File: src/rtl/rmii_tx_pkg.sv
package rmii_tx_pkg;

  localparam int BYTE_W          = 8;
  localparam int DIBIT_W         = 2;
  localparam int DIBITS_PER_BYTE = BYTE_W / DIBIT_W;
  localparam int REM_W           = BYTE_W - DIBIT_W;

  localparam logic [BYTE_W-1:0] PRE_BYTE = 8'h55;
  localparam logic [BYTE_W-1:0] SFD_BYTE = 8'hD5;

  typedef enum logic [1:0] {
    ST_IDLE = 2'd0,
    ST_PRE  = 2'd1,
    ST_DATA = 2'd2
  } tx_state_e;

  function automatic logic [DIBIT_W-1:0] pick_dibit(input logic [BYTE_W-1:0] b,
                                                    input logic [1:0]        pos);
    logic [DIBIT_W-1:0] d;
    case (pos)
      2'd0:    d = b[1:0];
      2'd1:    d = b[3:2];
      2'd2:    d = b[5:4];
      default: d = b[7:6];
    endcase
    return d;
  endfunction

endpackage

File: src/rtl/rmii_tx_rst_sync.sv
module rmii_tx_rst_sync #(
  parameter int STAGES = 2
) (
  input  logic clk,
  input  logic rst_n,
  output logic rst_n_sync
);

  logic [STAGES-1:0] sync_q;

  always_ff @(posedge clk or negedge rst_n) begin
    if (!rst_n) begin
      sync_q <= '0;
    end else begin
      sync_q <= {sync_q[STAGES-2:0], 1'b1};
    end
  end

  assign rst_n_sync = sync_q[STAGES-1];

endmodule

File: src/rtl/rmii_tx_preamble_gen.sv
module rmii_tx_preamble_gen
  import rmii_tx_pkg::*;
#(
  parameter int PRE_BYTES = 7,
  parameter int CNT_W     = 5
) (
  input  logic [CNT_W-1:0]   idx,
  output logic [DIBIT_W-1:0] dibit
);

  localparam int                 POS_W   = CNT_W - 2;
  localparam logic [POS_W-1:0]   SFD_POS = POS_W'(PRE_BYTES);

  logic [BYTE_W-1:0] cur_byte;

  always_comb begin
    if (idx[CNT_W-1:2] == SFD_POS) begin
      cur_byte = SFD_BYTE;
    end else begin
      cur_byte = PRE_BYTE;
    end
    dibit = pick_dibit(cur_byte, idx[1:0]);
  end

endmodule

File: src/rtl/rmii_tx_gap_timer.sv
module rmii_tx_gap_timer #(
  parameter int GAP_DIBITS = 48
) (
  input  logic clk,
  input  logic rst_n,
  input  logic restart,
  output logic done
);

  localparam int            GW       = $clog2(GAP_DIBITS);
  localparam logic [GW-1:0] GAP_LAST = GW'(GAP_DIBITS - 1);

  logic [GW-1:0] cnt_q;
  logic [GW-1:0] cnt_n;
  logic          cnt_en;

  assign done = (cnt_q == GAP_LAST);

  always_comb begin
    cnt_en = 1'b0;
    cnt_n  = cnt_q;
    if (restart) begin
      cnt_en = 1'b1;
      cnt_n  = '0;
    end else if (!done) begin
      cnt_en = 1'b1;
      cnt_n  = cnt_q + 1'b1;
    end
  end

  always_ff @(posedge clk or negedge rst_n) begin
    if (!rst_n) begin
      cnt_q <= GAP_LAST;
    end else if (cnt_en) begin
      cnt_q <= cnt_n;
    end
  end

endmodule

File: src/rtl/rmii_tx_byte_shifter.sv
module rmii_tx_byte_shifter
  import rmii_tx_pkg::*;
(
  input  logic               clk,
  input  logic               rst_n,
  input  logic               load,
  input  logic               shift,
  input  logic [BYTE_W-1:0]  data_in,
  input  logic               last_in,
  output logic [DIBIT_W-1:0] dibit,
  output logic               last
);

  logic [REM_W-1:0] rem_q;
  logic [REM_W-1:0] rem_n;
  logic             last_q;
  logic             last_n;
  logic             reg_en;

  always_comb begin
    reg_en = load | shift;
    rem_n  = rem_q;
    last_n = last_q;
    if (load) begin
      rem_n  = data_in[BYTE_W-1:DIBIT_W];
      last_n = last_in;
    end else if (shift) begin
      rem_n  = {{DIBIT_W{1'b0}}, rem_q[REM_W-1:DIBIT_W]};
    end
  end

  always_ff @(posedge clk or negedge rst_n) begin
    if (!rst_n) begin
      rem_q  <= '0;
      last_q <= 1'b0;
    end else if (reg_en) begin
      rem_q  <= rem_n;
      last_q <= last_n;
    end
  end

  assign dibit = rem_q[DIBIT_W-1:0];
  assign last  = last_q;

endmodule

File: src/rtl/rmii_tx_serializer.sv
module rmii_tx_serializer
  import rmii_tx_pkg::*;
#(
  parameter int PRE_BYTES  = 7,
  parameter int GAP_DIBITS = 48
) (
  input  logic        clk,
  input  logic        rst_n,
  input  logic        in_valid,
  input  logic [7:0]  in_data,
  input  logic        in_first,
  input  logic        in_last,
  output logic        in_ready,
  output logic        tx_en,
  output logic [1:0]  txd
);

  localparam int               PRE_DIBITS = (PRE_BYTES + 1) * DIBITS_PER_BYTE;
  localparam int               CNT_W      = $clog2(PRE_DIBITS);
  localparam logic [CNT_W-1:0] PRE_LAST   = CNT_W'(PRE_DIBITS - 1);
  localparam logic [1:0]       BYTE_LAST  = 2'(DIBITS_PER_BYTE - 1);

  logic rst_n_int;

  tx_state_e          st_q, st_n;
  logic [CNT_W-1:0]   cnt_q, cnt_n;
  logic               en_q, en_n;
  logic [DIBIT_W-1:0] txd_q, txd_n;

  logic [CNT_W-1:0]   pre_idx;
  logic [DIBIT_W-1:0] pre_dibit;
  logic               gap_done;
  logic               gap_restart;
  logic               sh_load;
  logic               sh_shift;
  logic [DIBIT_W-1:0] sh_dibit;
  logic               sh_last;
  logic               ready_c;
  logic               finish;

  rmii_tx_rst_sync #(.STAGES(2)) u_rst (
    .clk        (clk),
    .rst_n      (rst_n),
    .rst_n_sync (rst_n_int)
  );

  rmii_tx_preamble_gen #(.PRE_BYTES(PRE_BYTES), .CNT_W(CNT_W)) u_pre (
    .idx   (pre_idx),
    .dibit (pre_dibit)
  );

  rmii_tx_gap_timer #(.GAP_DIBITS(GAP_DIBITS)) u_gap (
    .clk     (clk),
    .rst_n   (rst_n_int),
    .restart (gap_restart),
    .done    (gap_done)
  );

  rmii_tx_byte_shifter u_shift (
    .clk     (clk),
    .rst_n   (rst_n_int),
    .load    (sh_load),
    .shift   (sh_shift),
    .data_in (in_data),
    .last_in (in_last),
    .dibit   (sh_dibit),
    .last    (sh_last)
  );

  // preamble index of the dibit to be presented at the next edge
  always_comb begin
    if (st_q == ST_IDLE) begin
      pre_idx = '0;
    end else begin
      pre_idx = cnt_q + 1'b1;
    end
  end

  // next-state logic
  always_comb begin
    st_n     = st_q;
    cnt_n    = cnt_q;
    en_n     = en_q;
    txd_n    = txd_q;
    ready_c  = 1'b0;
    sh_load  = 1'b0;
    sh_shift = 1'b0;
    finish   = 1'b0;

    case (st_q)
      ST_IDLE: begin
        // stray bytes without a start marker are drained
        ready_c = in_valid & ~in_first;
        if (in_valid && in_first && gap_done) begin
          st_n  = ST_PRE;
          cnt_n = '0;
          en_n  = 1'b1;
          txd_n = pre_dibit;
        end
      end

      ST_PRE: begin
        if (cnt_q == PRE_LAST) begin
          ready_c = 1'b1;
          if (in_valid) begin
            sh_load = 1'b1;
            st_n    = ST_DATA;
            cnt_n   = '0;
            txd_n   = in_data[DIBIT_W-1:0];
          end else begin
            finish = 1'b1;
          end
        end else begin
          cnt_n = cnt_q + 1'b1;
          txd_n = pre_dibit;
        end
      end

      ST_DATA: begin
        if (cnt_q[1:0] != BYTE_LAST) begin
          cnt_n    = cnt_q + 1'b1;
          txd_n    = sh_dibit;
          sh_shift = 1'b1;
        end else if (sh_last) begin
          finish = 1'b1;
        end else begin
          ready_c = 1'b1;
          if (in_valid) begin
            sh_load = 1'b1;
            cnt_n   = '0;
            txd_n   = in_data[DIBIT_W-1:0];
          end else begin
            finish = 1'b1;
          end
        end
      end

      default: begin
        finish = 1'b1;
      end
    endcase

    if (finish) begin
      st_n  = ST_IDLE;
      cnt_n = '0;
      en_n  = 1'b0;
      txd_n = '0;
    end
  end

  assign gap_restart = finish;

  // state registers
  always_ff @(posedge clk or negedge rst_n_int) begin
    if (!rst_n_int) begin
      st_q  <= ST_IDLE;
      cnt_q <= '0;
      en_q  <= 1'b0;
      txd_q <= '0;
    end else begin
      st_q  <= st_n;
      cnt_q <= cnt_n;
      en_q  <= en_n;
      txd_q <= txd_n;
    end
  end

  assign in_ready = ready_c;
  assign tx_en    = en_q;
  assign txd      = txd_q;

endmodule

File: config.mk
export PLATFORM = sky130hd
export DESIGN_NAME = rmii_tx_serializer
export DESIGN_NICKNAME = d
export VERILOG_FILES = /design/src/rtl/rmii_tx_pkg.sv /design/src/rtl/rmii_tx_rst_sync.sv /design/src/rtl/rmii_tx_preamble_gen.sv /design/src/rtl/rmii_tx_gap_timer.sv /design/src/rtl/rmii_tx_byte_shifter.sv /design/src/rtl/rmii_tx_serializer.sv
export SDC_FILE = /design/constraint.sdc
export NUM_CORES = 1
export LEC_CHECK = 0
export ABC_AREA = 1
export BUFFER_PORTS_ARGS = -buffer_cell sky130_fd_sc_hd__clkbuf_2
export CELL_PAD_IN_SITES_DETAIL_PLACEMENT = 1
export CELL_PAD_IN_SITES_GLOBAL_PLACEMENT = 1
export CORE_AREA = 2 2 62 64
export DETAILED_ROUTE_END_ITERATION = 16
export DIE_AREA = 0 0 64 66
export HOLD_SLACK_MARGIN = 0.12
export MAX_ROUTING_LAYER = met4
export PLACE_DENSITY_LB_ADDON = 0.1
export SLEW_MARGIN = 20
export SYNTH_ARGS = -nofsm -noshare
export SYNTH_HDL_FRONTEND = slang
export SYNTH_SLANG_ARGS = --single-unit
File: constraint.sdc
create_clock -name clk -period 4.32 [get_ports clk]
set_input_delay 1.296 -clock clk [delete_from_list [all_inputs] [get_ports clk]]
set_output_delay 1.296 -clock clk [all_outputs]
set_load 0.01 [all_outputs]
==> results, run 1 <==
- The endpoint type of the worst setup path is a primary output.
- The path category of the worst min-delay check is flip-flop to flip-flop.
- The die extent in y is approximately 66 um.
- The share of post-route cells with drive strength above 1 is 0.150.
- Summing all multi-input logic gate instances after layout gives 793 um2.
- The synthesized area divided by synthesized cell count is 7.21 um2.
- The part of the total power dissipated in the clock network is 0.262.
- Across the VDD grid, the largest voltage drop is 100 uV.
- For this run the aggregate overflow at the end of global routing stands at 0.
- The share of total power dissipated in combinational logic is 0.162.
- By startpoint and endpoint, the worst setup path is classified as flip-flop to primary output.
- Setup repair after global routing left no endpoint under its margin.
- The worst-case headroom to the max-slew limit is 0.347.
- Of the total synthesized cell area, the portion taken by AND, OR, NAND and NOR gates is 0.347.
- The count of nets left with antenna violations once routing finished came out at 0.
- The number of buffers added for setup after CTS is 0.
- For the worst-skew pair, the clock arrives at the later sink with an insertion delay of 0.33 ns.
- In the final routed layout, each cell accounts on average for ~14 um.
- CTS built an H-tree with a depth of 1.
- The number of port buffers is 16.
- The floorplan step defined a core boundary enclosing ~3600 um2.
- The worst path setup slack after routing is 0.796 ns.
- Power spread over the standard cell area amounts to approximately 250 nW/um2.
- The worst setup path is launched from a flip-flop.
- The post-synthesis instance area is between 1500 and 2000 um2.
- At the placement stage, the worst setup path has a slack of 0.986 ns.
- The count of hold-fix buffers inserted at cts is 0.
- Routability-driven placement finished with a final weighted congestion of 0.883.
- After the last flow step, the layout net total stands at 255.
- After detailed routing, the number of remaining DRC violations is 0.
- The cell count after placement is 277.
- From left edge to right edge, the die measures around 64 um.
- The clock drives 25 sinks.
- Ranked by instance count, the synthesized netlist is headed by 81 x sky130_fd_sc_hd__nand2_1, 26 x sky130_fd_sc_hd__inv_1, 20 x sky130_fd_sc_hd__dfrtp_1, 19 x sky130_fd_sc_hd__nand3_1, 12 x sky130_fd_sc_hd__nor2_1.
- STA puts the critical path data arrival time at 2.23 ns.
- Setup violations remaining at the end of the flow were counted as 0.
- The switching power as a share of total power is 0.305.
- The design draws 0.429 mW.
- Excluding fillers, the count of instances in the completed layout stands at 281.
- The final worst-path cycle share is 0.816.
- For the worst setup path, the data required time is 3.02 ns.
- The number of buffers inserted during clock tree synthesis is 3.
- The power dissipated by switching net loads is 0.131 mW.
- The largest fanout on the critical path is 7.
- At the pin with the least slew margin, the transition time is 0.980 ns.
- Subtracting the final worst setup slack from the clock period gives between 3 and 4 ns.
- The most numerous cell in the Yosys netlist is sky130_fd_sc_hd__nand2_1.
- The number of enable flip-flop cells after synthesis is 0.
- The share of total power dissipated in sequential elements is 0.576.
- The total count of max-transition violations in the final report is 0.
- The floorplan step defined a die boundary enclosing 4220 um2.
- The proportion of netlist area held by the largest area contributor is 0.323.
- The internal power component is 0.298 mW.
- The leading area contributor after synthesis is sky130_fd_sc_hd__dfrtp_1.
- The wire length reported by the detailed router is 4040 um.
- The post-synthesis net count is between 200 and 250.
- Between clock sinks in the finished design, the worst skew comes to 0.00651 ns.
- The number of instances in the synthesized netlist is 215.
- Detailed placement ended at an HPWL of 3190 um.
- The maximum number of pins on one net before global-route repair is 24.
- The post-synthesis compound-gate area fraction is 0.0977.
- Of the total synthesized cell area, the portion taken by XOR and XNOR cells is 0.
- The core utilization of the finished layout is 0.479.
- The main combinational cell family by area after synthesis is simple AND/OR/NAND/NOR gates.
- TritonCTS built the clock tree.
- The post-synthesis register bit count is 25.
- The vias per cell is 5.14.
- In the synthesized netlist the dominant register cell turns out to be sky130_fd_sc_hd__dfrtp_1.
- 17 I/O pins were placed.
- The initial utilization of the core area, before any placement, comes to 0.437.
- For this run, the register share of the synthesized area comes to 0.408.
- The initial antenna violation count is 0.
- In this run the static leakage power is 0.934 nW.
- The post-synthesis mux area share is 0.
- For this run, the number of Yosys warnings is 0.
- The first-pass iteration count of the detailed router is 4.
- The layout has 478 filler cells.
- The total negative slack is 0 ns.
- The arithmetic-cell share of the synthesized area counting full adders, half adders and majority gates is 0.0646.
- The number of gates resized after CTS was 0.
- In the post-synthesis netlist, the biggest area contributors are sky130_fd_sc_hd__dfrtp_1 32%, sky130_fd_sc_hd__nand2_1 20%, sky130_fd_sc_hd__dfstp_2 8.5%.
- In the synthesized netlist the async set-or-reset flop fraction comes to 1.00.
- The run finished with clean final reports.
- The number of distinct library cells after synthesis is 29.
- The overall via count from detail_route is 1444.
- The total routing usage reported by global routing is 0.227.
- The register clock-pin slew on the reported worst setup and hold paths is 0.15 ns.
- The count of endpoints failing hold in the final timing report came to 0.
- The repair_antennas step left the layout with diodes totalling 0.
- The area growth from synthesis to layout is 9.77%.
- The floorplan row count is 22.
- The clock passes through at most 2 buffers.
- In the final layout, flip-flops and latches occupy 632 um2.
- Across the run, the number of max-cap violations was 0.
- The detailed router's first-iteration violation count is 54.
- The top achievable clock speed is between 0.2 and 0.3 GHz.
- The number of global-route vias before repair is roughly 1600.
- The root buffer cell is sky130_fd_sc_hd__clkbuf_4.
- The wire length of the first global-routing pass is 7250 um.
power by group through the flow:
| stage | clock (mW) | combinational, mW | sequential [mW] |
|---|---|---|---|
| floorplan | 0 | 0.0468 | 0.250 |
| global placement | 0 | 0.0679 | 0.251 |
| detailed placement | 0 | 0.0698 | 0.252 |
| CTS | 0.115 | 0.0700 | 0.248 |
| global route | 0.126 | 0.0795 | 0.249 |
| finish | 0.112 | 0.0695 | 0.247 |
cells in the final DEF (no fill, tap or decap):
cell / instances
sky130_fd_sc_hd__clkbuf_4: 3
sky130_fd_sc_hd__nand4_1: 2
sky130_fd_sc_hd__o21ai_1: 4
sky130_fd_sc_hd__nor2_2: 1
sky130_fd_sc_hd__inv_1: 26
sky130_fd_sc_hd__clkbuf_2: 16
sky130_fd_sc_hd__nand3b_1: 1
sky130_fd_sc_hd__nand3_1: 19
sky130_fd_sc_hd__nand4_2: 1
sky130_fd_sc_hd__nand2_2: 1
sky130_fd_sc_hd__nand2_1: 81
sky130_fd_sc_hd__o22ai_1: 1
sky130_fd_sc_hd__nor4_1: 1
sky130_fd_sc_hd__a21oi_1: 5
sky130_fd_sc_hd__dfrtp_1: 20
sky130_fd_sc_hd__clkinv_1: 1
sky130_fd_sc_hd__ha_1: 8
sky130_fd_sc_hd__nand3_2: 1
sky130_fd_sc_hd__o21ai_0: 10
sky130_fd_sc_hd__a211oi_1: 1
sky130_fd_sc_hd__clkinv_2: 1
sky130_fd_sc_hd__conb_1: 1
sky130_fd_sc_hd__nor2_1: 12
sky130_fd_sc_hd__o21a_1: 1
sky130_fd_sc_hd__nand3_4: 1
sky130_fd_sc_hd__o31a_1: 1
sky130_fd_sc_hd__o21ai_2: 3
sky130_fd_sc_hd__inv_2: 2
sky130_fd_sc_hd__nor3_1: 3
sky130_fd_sc_hd__dfstp_2: 5
worst max-delay path, cell delays in order, from the launching register on:
cell and delay [ns]:
sky130_fd_sc_hd__dfrtp_1 0.49, sky130_fd_sc_hd__ha_1 0.22, sky130_fd_sc_hd__inv_1 0.07, sky130_fd_sc_hd__nor3_1 0.17, sky130_fd_sc_hd__ha_1 0.28, sky130_fd_sc_hd__nand2_1 0.14, sky130_fd_sc_hd__nand2_1 0.15, sky130_fd_sc_hd__nand2_1 0.08
sky130_fd_sc_hd__a21oi_1 0.15, sky130_fd_sc_hd__clkbuf_2 0.16
area by class of cell:
type,instances,share of cell area
clock inverter,1,0.00294
timing repair buffer,16,0.0471
tap,48,0.0353
multi-input combinational,159,0.466
sequential,25,0.371
clock buffer,3,0.0132
inverter,29,0.0640
metal layers:
layer | part of all wire | track usage
met3 | 0.023 | 0.0256
met4 | 0.019 | 0.0815
met1 | 0.44 | 0.263
met2 | 0.52 | 0.409
met5 | 0 | -
sequential cells by signal, indices dropped and copies added, names as in the netlist:
name	cells
u_gap.cnt_q	6
u_shift.rem_q	6
cnt_q	5
st_q	2
txd	2
u_rst.sync_q	2
tx_en	1
u_shift.last	1
per-stage QoR:
| step | area (um2) | hold slack [ns] |
|---|---|---|
| floorplan | 1550 | 0.290 |
| global placement | 1670 | 0.334 |
| detailed placement | 1670 | 0.352 |
| CTS | 1700 | 0.386 |
| global route | 1700 | 0.392 |
| finish | 1700 | 0.379 |
logic make-up (layout without fill, tap and decap cells):
logic type | Yosys count | after routing
compound gates | 26 | 26
fa+ha+maj | 8 | 8
buf+inv | 31 | 49
flops | 25 | 25
other cells | 1 | 1
simple gates | 124 | 124
worst paths after layout:
| check | start | endpoint | slack (ns) | cells past startpoint |
|---|---|---|---|---|
| setup reg to reg | cnt_q[0] | cnt_q[3] | 1.96 | 11 |
| min in group asynchronous | u_rst.sync_q[1] | st_q[0] | 0.42 | 0 |
| hold reg to reg | u_rst.sync_q[0] | u_rst.sync_q[1] | 0.38 | 0 |
| hold / removal | u_rst.sync_q[0] | u_rst.sync_q[1] | 0.38 | 0 |
| setup / recovery | cnt_q[0] | in_ready | 0.80 | 9 |
| max in group asynchronous | u_rst.sync_q[1] | cnt_q[0] | 3.31 | 0 |
(Power assumes the default switching activity.)
==> run 2: changes to the inputs <==
--- a/config.mk
+++ b/config.mk
@@ -5,13 +5,13 @@
 export SDC_FILE = /design/constraint.sdc
 export NUM_CORES = 1
 export LEC_CHECK = 0
-export ABC_AREA = 1
+export ABC_AREA = 0
 export BUFFER_PORTS_ARGS = -buffer_cell sky130_fd_sc_hd__clkbuf_2
 export CELL_PAD_IN_SITES_DETAIL_PLACEMENT = 1
 export CELL_PAD_IN_SITES_GLOBAL_PLACEMENT = 1
-export CORE_AREA = 2 2 62 64
+export CORE_AREA = 2 2 64 66
 export DETAILED_ROUTE_END_ITERATION = 16
-export DIE_AREA = 0 0 64 66
+export DIE_AREA = 0 0 66 68
 export HOLD_SLACK_MARGIN = 0.12
 export MAX_ROUTING_LAYER = met4
 export PLACE_DENSITY_LB_ADDON = 0.1
==> constraint.sdc (replaced) <==
create_clock -name clk -period 3.2 [get_ports clk]
set_input_delay 0.96 -clock clk [delete_from_list [all_inputs] [get_ports clk]]
set_output_delay 0.96 -clock clk [all_outputs]
set_load 0.01 [all_outputs]
==> results, run 2 <==
- The run finished with clean final reports.
- The vias per cell is 5.42 (+5.5%).
- The maximum single-stage delay on the critical path is 0.45 ns (-0.04 ns).
- The overall via count from detail_route is 1182 (-18%).
- The final critical path time including I/O delays and setup is approximately 3 ns.
- The maximum number of pins on one net before global-route repair is 24 (unchanged).
- The number of sinks driven by the clock tree came to 25 (unchanged).
- The cell count after placement was 214 (-23%).
- TritonCTS built the clock tree.
- The wire length of the first global-routing pass is 6150 um (-15%).
- The power density over cell area is 348 nW/um2 (+38%).
- Traced cell by cell, the critical path runs through ha_2 -> and3_1 -> ha_1 -> nand2_1 -> o21ai_0 -> a31oi_1 -> nor2_1 -> clkbuf_2.
- The arrival time of data at the critical path endpoint is 2.03 ns (-0.20 ns).
- The count of endpoints failing hold in the final timing report was 0 (unchanged).
- The half-perimeter wire length after detailed placement is 2800 um (-12%).
- The maximum level of the CTS H-tree is 1 (unchanged).
- By instance count, the leading cell after synthesis is sky130_fd_sc_hd__dfrtp_1.
- The antenna cell count came to 0 (unchanged).
- The worst hold margin is 0.364 ns (-0.0150 ns).
- The library cells used most frequently in the layout, excluding fill and tap cells, are 20 x sky130_fd_sc_hd__dfrtp_1, 16 x sky130_fd_sc_hd__clkbuf_2, 14 x sky130_fd_sc_hd__nand2_1, 14 x sky130_fd_sc_hd__nor2_1, 12 x sky130_fd_sc_hd__o21ai_0.
- STA classifies the critical path endpoint as a primary output.
- The share of post-route cells with drive strength above 1 is 0.214 (+0.0641).
- The proportion of netlist area held by the largest area contributor is 0.339 (+0.0161).
- The worst-case headroom to the max-slew limit came to 0.383 (+0.0365).
- The maximum root-to-sink buffer count came to 2 (unchanged).
- The total routing usage reported by global routing is 0.189 (-0.0380).
- The clock latency on the worst-skew pair is 0.27 ns (-0.06 ns).
- The layout net count is 190 (-25%).
- The buffering stage count on the worst path with inverters included is 1 (-1).
- The total count of max-transition violations in the final report came to 0 (unchanged).
- In the finished design, the share of the clock period the worst path needs comes to 0.934.
- The sequential cell area fraction in the yosys report came to 0.428 (+0.0204).
- The post-synthesis net count is 172 (-27%).
- The area growth from synthesis to layout is 11.6%.
- The synthesized area divided by synthesized cell count is 9.78 um2 (+36%).
- The root buffer cell is sky130_fd_sc_hd__clkbuf_8.
- Setup repair after global routing left no endpoint under its margin.
- The largest fanout on the critical path was 7 (unchanged).
- The detailed router's first-iteration violation count is 72 (+33%).
- The async set-reset flop share out of synthesis is 1.00 (unchanged).
- The count of maximum capacitance violations came to 0 (unchanged).
- The number of distinct library cells after synthesis is 43 (+48%).
- Derived from the worst setup path, the maximum achievable clock frequency is about 0.33 GHz.
- The die extent in y is 68 um (+3.0%).
- The standard cell core area is 3860 um2 (+8.6%).
- The die span in x is 66 um (+3.1%).
- The top-level I/O count was 17 (unchanged).
- The maximum clock skew at final layout is 0.00247 ns (-0.00404 ns).
- The number of global-route vias before repair was 1217 (-23%).
- The die area is 4490 um2 (+6.3%).
- The number of standard cells in the final layout excluding fillers was 218 (-22%).
- The worst hold path belongs to the class flip-flop to flip-flop.
- The wire length reported by the detailed router is 3600 um (-11%).
- The leakage power of the design came to 0.734 nW (-21%).
- The floorplan row count is 23 (+4.5%).
- The post-synthesis instance area is 1480 um2 (-4.8%).
- The number of buffers inserted during clock tree synthesis is 3 (unchanged).
- The kind of cell adding the most delay to the critical path is adder cells.
- The initial antenna violation count is 0 (unchanged).
- The first-pass iteration count of the detailed router is 4 (unchanged).
- The most common cell after layout, fill and taps aside is sky130_fd_sc_hd__dfrtp_1.
- The worst setup path is launched from a flip-flop.
- The final weighted congestion in routability-driven placement was 0.881 (-0.25%).
- The register clock-pin slew on the reported worst setup and hold paths was 0.09 ns (-0.06 ns).
- The largest registers in the layout are u_gap.cnt_q (6), u_shift.rem_q (6), cnt_q (5).
- The type of the setup path with the least slack is flip-flop to primary output.
- The number of enable flip-flop cells after synthesis came to 0 (unchanged).
- The starting density of the core is 0.383 (-0.0537).
- The largest individual stage delay along the critical path comes from the cell sky130_fd_sc_hd__dfrtp_1.
- The top flip-flop cell by instance count after synthesis is sky130_fd_sc_hd__dfrtp_1.
- The number of instances in the synthesized netlist is 151 (-30%).
- The number of nets still failing antenna checks after routing is 0 (unchanged).
- The total global routing overflow is 0 (unchanged).
- The count of synthesis-stage warnings from yosys came to 0 (unchanged).
- The routed length per placed instance is 16.5 um (+15%).
- The count of hold-fix buffers inserted at cts is 0 (unchanged).
- The post-synthesis register bit count is 25 (unchanged).
- The required time at the worst-slack endpoint is 2.24 ns (-0.78 ns).
- The final setup violation count is 0 (unchanged).
- By count the netlist is led by 20 x sky130_fd_sc_hd__dfrtp_1, 14 x sky130_fd_sc_hd__nand2_1, 14 x sky130_fd_sc_hd__nor2_1, 12 x sky130_fd_sc_hd__o21ai_0, 8 x sky130_fd_sc_hd__ha_1.
- The total negative slack is 0 ns (unchanged).
- Yosys attributes the largest share of cell area to sky130_fd_sc_hd__dfrtp_1 34%, sky130_fd_sc_hd__dfstp_2 8.9%, sky130_fd_sc_hd__ha_1 6.8%.
- The filler cell count is 464 (-2.9%).
- The leading area contributor after synthesis is sky130_fd_sc_hd__dfrtp_1.
- The worst vdd rail ir drop is 226 uV (+130%).
- The number of port buffers is 16 (unchanged).
- The number of design rule violations left after detail routing is 0 (unchanged).
- The slew of the pin with the lowest slew margin was 0.925 ns (-0.0548 ns).
==> run 2: cell types whose count changed after synthesis, sizes merged, moves of 5 or more <==
| cell | change |
|---|---|
| inv | -21 |
| a31oi | +5 |
| nand3 | -17 |
| mux2i | +7 |
| nand2b | +5 |
| and3 | +6 |
| nand2 | -67 |
| o21ai | -5 |
==> run 2: worst register-to-register path, cell delays in order (launching register included) <==
cell                      delay (ns)
sky130_fd_sc_hd__dfrtp_1        0.45
sky130_fd_sc_hd__ha_2           0.29
sky130_fd_sc_hd__and3_1         0.18
sky130_fd_sc_hd__ha_1           0.24
sky130_fd_sc_hd__nand2_1        0.11
sky130_fd_sc_hd__or2_2          0.37
sky130_fd_sc_hd__a31oi_4        0.32
sky130_fd_sc_hd__a21bo_2        0.27
sky130_fd_sc_hd__a21o_1         0.17
==> run 2: metal layers <==
metal  routed length (um)  vias to the layer above  GRT usage
met4                   38                        0     0.0510
met3                   87                        4     0.0296
met5                    0                        -          -
li1                     -                      582          -
met1                 1830                      574      0.256
met2                 1650                       22      0.299
==> run 2: final timing paths <==
path                            startpoint               to  slack, ns  cells after the start
min in group asynchronous  u_rst.sync_q[1]            tx_en       0.39                      0
min                        u_rst.sync_q[0]  u_rst.sync_q[1]       0.36                      0
max in group asynchronous  u_rst.sync_q[1]           txd[1]       2.25                      0
max reg2reg                       cnt_q[0]         cnt_q[2]       0.70                      8
min reg2reg                u_rst.sync_q[0]  u_rst.sync_q[1]       0.36                      0
max                               cnt_q[0]         in_ready       0.21                      8
==> run 2: through the flow <==
stage	total power [mW]	instance area [um2]	worst slack (ns)	utilization
after floorplan	0.366	1480	0.728	-
after global placement	0.386	1600	0.549	0.415
after detailed placement	0.387	1600	0.426	0.415
after CTS	0.578	1650	0.121	0.427
after global routing	0.602	1650	0.0187	0.427
final	0.573	1650	0.211	0.427
==> run 2: kinds of logic (layout without fill, tap and decap cells) <==
family,count (synthesis),count (layout),synth area share
compound gates,38,38,0.185
mux,9,9,0.0627
buf+inv,10,27,0.0305
simple gates,56,56,0.200
other cells,1,1,0.00254
xor+xnor,4,4,0.0237
fa+ha+maj,8,8,0.0678
flops,25,25,0.428
==> run 2: power by group <==
part / internal [mW] / total [mW] / switching [mW]
combinational: 0.0228 / 0.0524 / 0.0296
sequential: 0.320 / 0.328 / 0.00809
clock: 0.0892 / 0.192 / 0.103
total: 0.432 / 0.573 / 0.141
==> run 2: layout make-up <==
type                    instances  area, um2  area share
flip-flops and latches         25        632       0.383
repair buffers                 16       80.1      0.0486
well taps                      50       62.6      0.0380
inverters                       7       26.3      0.0159
multi-input cells             116        802       0.487
clock buffers                   4       45.0      0.0273
==> run 2: what timing repair did <==
action / in CTS / in global routing
setup buffers: 0 / 0
endpoints found under the setup margin: 0 / 1
gates resized for setup: 0 / 1
==> run 3: changes to the inputs <==
--- a/config.mk
+++ b/config.mk
@@ -9,13 +9,15 @@
 export BUFFER_PORTS_ARGS = -buffer_cell sky130_fd_sc_hd__clkbuf_2
 export CELL_PAD_IN_SITES_DETAIL_PLACEMENT = 1
 export CELL_PAD_IN_SITES_GLOBAL_PLACEMENT = 1
-export CORE_AREA = 2 2 64 66
+export CORE_AREA = 2 2 65 67
+export CTS_BUF_LIST = sky130_fd_sc_hd__clkbuf_16
 export DETAILED_ROUTE_END_ITERATION = 16
-export DIE_AREA = 0 0 66 68
+export DIE_AREA = 0 0 67 69
 export HOLD_SLACK_MARGIN = 0.12
 export MAX_ROUTING_LAYER = met4
 export PLACE_DENSITY_LB_ADDON = 0.1
 export SLEW_MARGIN = 20
 export SYNTH_ARGS = -nofsm -noshare
 export SYNTH_HDL_FRONTEND = slang
+export SYNTH_HIERARCHICAL = 1
 export SYNTH_SLANG_ARGS = --single-unit
==> results, run 3 <==
- The clock latency on the worst-skew pair is 0.26 ns (about the same).
- The largest registers in the layout are u_gap/cnt_q (6), u_shift/rem_q (6), cnt_q (5).
- The top cell types in the final layout, fill and taps aside, are 20 x sky130_fd_sc_hd__nand2_1, 20 x sky130_fd_sc_hd__dfrtp_1, 16 x sky130_fd_sc_hd__clkbuf_2.
- The proportion of netlist area held by the largest area contributor is 0.330 (-0.00868).
- The top achievable clock speed is 0.344 GHz (+2.8%).
- The antenna cell count is 0 (unchanged).
- The number of nets still failing antenna checks after routing is 0 (unchanged).
- The vias per cell is 5.34 (-1.4%).
- The number of distinct library cells after synthesis came to 42 (-2.3%).
- The root buffer cell is sky130_fd_sc_hd__clkbuf_16.
- The total routing usage reported by global routing came to 0.169 (-0.0208).
- TritonCTS built the clock tree.
- The arrival time of data at the critical path endpoint was 1.95 ns (-0.08 ns).
- The layout net count is 189 (-0.53%).
- The core utilization of the finished layout is 0.428 (+0.00107).
- The final design area excluding fillers is 1680 um2 (+1.7%).
- The maximum number of pins on one net before global-route repair came to 24 (unchanged).
- The wire length reported by the detailed router was 3240 um (-9.9%).
- The die area was 4620 um2 (+3.0%).
- The launching point of the worst reg2reg path is cnt_q[0].
- The power dissipated by switching net loads is 0.162 mW (+15%).
- The area growth from synthesis to layout is 10.7%.
- The wire length of the first global-routing pass is 5860 um (-4.8%).
- The detailed router's first-iteration violation count is 30 (-58%).
- The overall via count from detail_route came to 1165 (-1.4%).
- The die span in x is 67 um (+1.5%).
- The sequential cell fraction of total power was 0.488 (-0.085).
- The first-pass iteration count of the detailed router is 4 (unchanged).
- The internal power component was 0.516 mW (+19%).
- The worst register-to-register path ends at u_shift/last.
- The top-level I/O count is 17 (unchanged).
- For hold timing, the worst endpoint is u_rst/sync_q[1].
- By count the netlist is led by 20 x sky130_fd_sc_hd__dfrtp_1, 20 x sky130_fd_sc_hd__nand2_1, 12 x sky130_fd_sc_hd__nor2_1, 12 x sky130_fd_sc_hd__o21ai_1, 8 x sky130_fd_sc_hd__mux2i_1.
- The number of instances in the synthesized netlist is 156 (+3.3%).
- The final critical path time including I/O delays and setup is 2.91 ns (-0.0813 ns).
- Yosys attributes the largest share of cell area to sky130_fd_sc_hd__dfrtp_1 33%, sky130_fd_sc_hd__dfstp_2 8.7%, sky130_fd_sc_hd__ha_1 5.8%.
- The fraction of power consumed by combinational cells was 0.101 (+0.010).
- The origin of the worst min-delay path is u_rst/sync_q[0].
- The count of maximum capacitance violations is 0 (unchanged).
- The count of endpoints failing hold in the final timing report is 0 (unchanged).
- The number of cells on the worst hold path was 0 (unchanged).
- The share of post-route cells with drive strength above 1 is 0.208 (-0.00595).
- The sequential cell area fraction in the yosys report came to 0.417 (-0.0110).
- The maximum level of the CTS H-tree is 1 (unchanged).
- The initial antenna violation count is 0 (unchanged).
- The largest fanout on the critical path is 8 (+1).
- The power density over cell area is 404 nW/um2 (+16%).
- The post-synthesis instance area was 1520 um2 (+2.6%).
- The total count of max-transition violations in the final report came to 0 (unchanged).
- The endpoint type of the worst setup path is a primary output.
- The number of cells traversed by the worst register-to-register path is 7 (-1).
- The starting density of the core was 0.387 (+0.00428).
- The post-synthesis net count is 176 (+2.3%).
- The floorplan row count came to 23 (unchanged).
- The final setup violation count was 0 (unchanged).
- The path category of the worst min-delay check is flip-flop to flip-flop.
- The worst-case headroom to the max-slew limit is 0.377 (-0.00591).
- The leading area contributor after synthesis is sky130_fd_sc_hd__dfrtp_1.
- The number of buffers inserted during clock tree synthesis is 3 (unchanged).
- The number of design rule violations left after detail routing is 0 (unchanged).
- The half-perimeter wire length after detailed placement was 2490 um (-11%).
- The final weighted congestion in routability-driven placement was 0.796 (-9.7%).
- The standard cell area after detailed placement came to 1600 um2 (-0.31%).
- The die extent in y is 69 um (+1.5%).
- The part of the total power dissipated in the clock network is 0.411 (+0.076).
- The type of the setup path with the least slack is flip-flop to primary output.
- The final worst-path cycle share is 0.908 (-0.0254).
- The routed length per placed instance is 14.9 um (-9.9%).
- The maximum clock skew at final layout came to 0.00298 ns (+0.000505 ns).
- The synthesized area divided by synthesized cell count is 9.71 um2 (-0.66%).
- The count of synthesis-stage warnings from yosys was 6 (+6).
- The number of sinks driven by the clock tree is 25 (unchanged).
- The async set-reset flop share out of synthesis was 1.00 (unchanged).
- The run finished with clean final reports.
- The count of hold-fix buffers inserted at cts was 0 (unchanged).
- The required time at the worst-slack endpoint came to 2.24 ns (about the same).
- The worst vdd rail ir drop came to 145 uV (-36%).
- The most used flip-flop cell after synthesis is sky130_fd_sc_hd__dfrtp_1.
- Setup repair after global routing left no endpoint under its margin.
- The number of enable flip-flop cells after synthesis is 0 (unchanged).
- The worst setup slack for register-to-register paths is 0.84 ns (+0.14 ns).
- The switching power as a share of total power came to 0.239 (-0.00679).
- The standard cell core area is 3910 um2 (+1.5%).
- The total global routing overflow is 0 (unchanged).
- The post-synthesis register bit count is 25 (unchanged).
- The category of the worst setup path launch point is a flip-flop.
- The register clock-pin slew on the reported worst setup and hold paths is 0.06 ns (-0.03 ns).
- The slew of the pin with the lowest slew margin came to 0.934 ns (+0.00887 ns).
- The total negative slack is 0 ns (unchanged).
- The number of global-route vias before repair came to 1267 (+4.1%).
- The leakage power of the design was 0.793 nW (+8.0%).
- The number of port buffers is 16 (unchanged).
- The maximum root-to-sink buffer count came to 2 (unchanged).
[run 3: cell families after synthesis]
kind of cell,count (synthesis),share of synthesized area
AO/OA/AOI/OAI,40,0.200
XOR/XNOR,2,0.0116
adder cells (fa/ha/maj),7,0.0578
buffers and inverters,12,0.0512
flip-flops,25,0.417
multiplexers,10,0.0702
other,2,0.00496
AND/OR/NAND/NOR,58,0.187
[run 3: how the worst max path moves through the flow]
| stage | startpoint | endpoint | slack, ns |
|---|---|---|---|
| floorplan | cnt_q[0] | in_ready | 0.72 |
| global route | cnt_q[0] | in_ready | 0.11 |
| global placement | cnt_q[0] | in_ready | 0.50 |
| detailed placement | cnt_q[0] | in_ready | 0.46 |
| finish | cnt_q[0] | in_ready | 0.29 |
| CTS | cnt_q[0] | in_ready | 0.15 |
[run 3: area by class of cell]
cell class	count	area, um2
inverter	4	15.0
multi-input combinational	119	808
clock buffer	3	75.1
sequential	25	632
tap	50	62.6
timing repair buffer	16	80.1
fill	476	2240
clock inverter	1	3.75
[run 3: routing by layer]
metal | vias up | GRT usage | share of wire
met5 | - | - | 0
met4 | 0 | 0.0680 | 0.020
met3 | 5 | 0.0310 | 0.027
met2 | 15 | 0.274 | 0.51
met1 | 580 | 0.203 | 0.44
li1 | 565 | - | -
[run 3: worst max-delay path, stage by stage, from the launching register on]
cell and delay [ns]:
sky130_fd_sc_hd__dfrtp_1 0.42, sky130_fd_sc_hd__ha_2 0.33, sky130_fd_sc_hd__and3_1 0.19, sky130_fd_sc_hd__ha_1 0.27, sky130_fd_sc_hd__nand2_1 0.08, sky130_fd_sc_hd__o21ai_1 0.11
sky130_fd_sc_hd__a31oi_1 0.06, sky130_fd_sc_hd__nor2_1 0.10, sky130_fd_sc_hd__clkbuf_2 0.13
[run 3: what timing repair did]
action / CTS / global route
endpoints found under the hold margin: 0 / 0
setup buffers: 0 / 0
resized for setup: 0 / 1
setup endpoints to repair: 0 / 1
[run 3: power by group through the flow]
stage	Combinational, mW	Sequential, mW	Clock [mW]
after floorplan	0.0472	0.335	0
after global placement	0.0687	0.336	0
after detailed placement	0.0690	0.337	0
after CTS	0.0697	0.331	0.288
after global routing	0.0776	0.332	0.302
final	0.0681	0.331	0.279
[run 3: metrics by stage]
stage                     hold WS, ns  power [mW]  instances  setup slack [ns]
after floorplan                 0.290       0.382        156             0.717
after global placement          0.341       0.405        214             0.501
after detailed placement        0.342       0.406        214             0.455
after CTS                       0.368       0.689        218             0.150
after global routing            0.382       0.712        218             0.112
final                           0.361       0.677        218             0.293
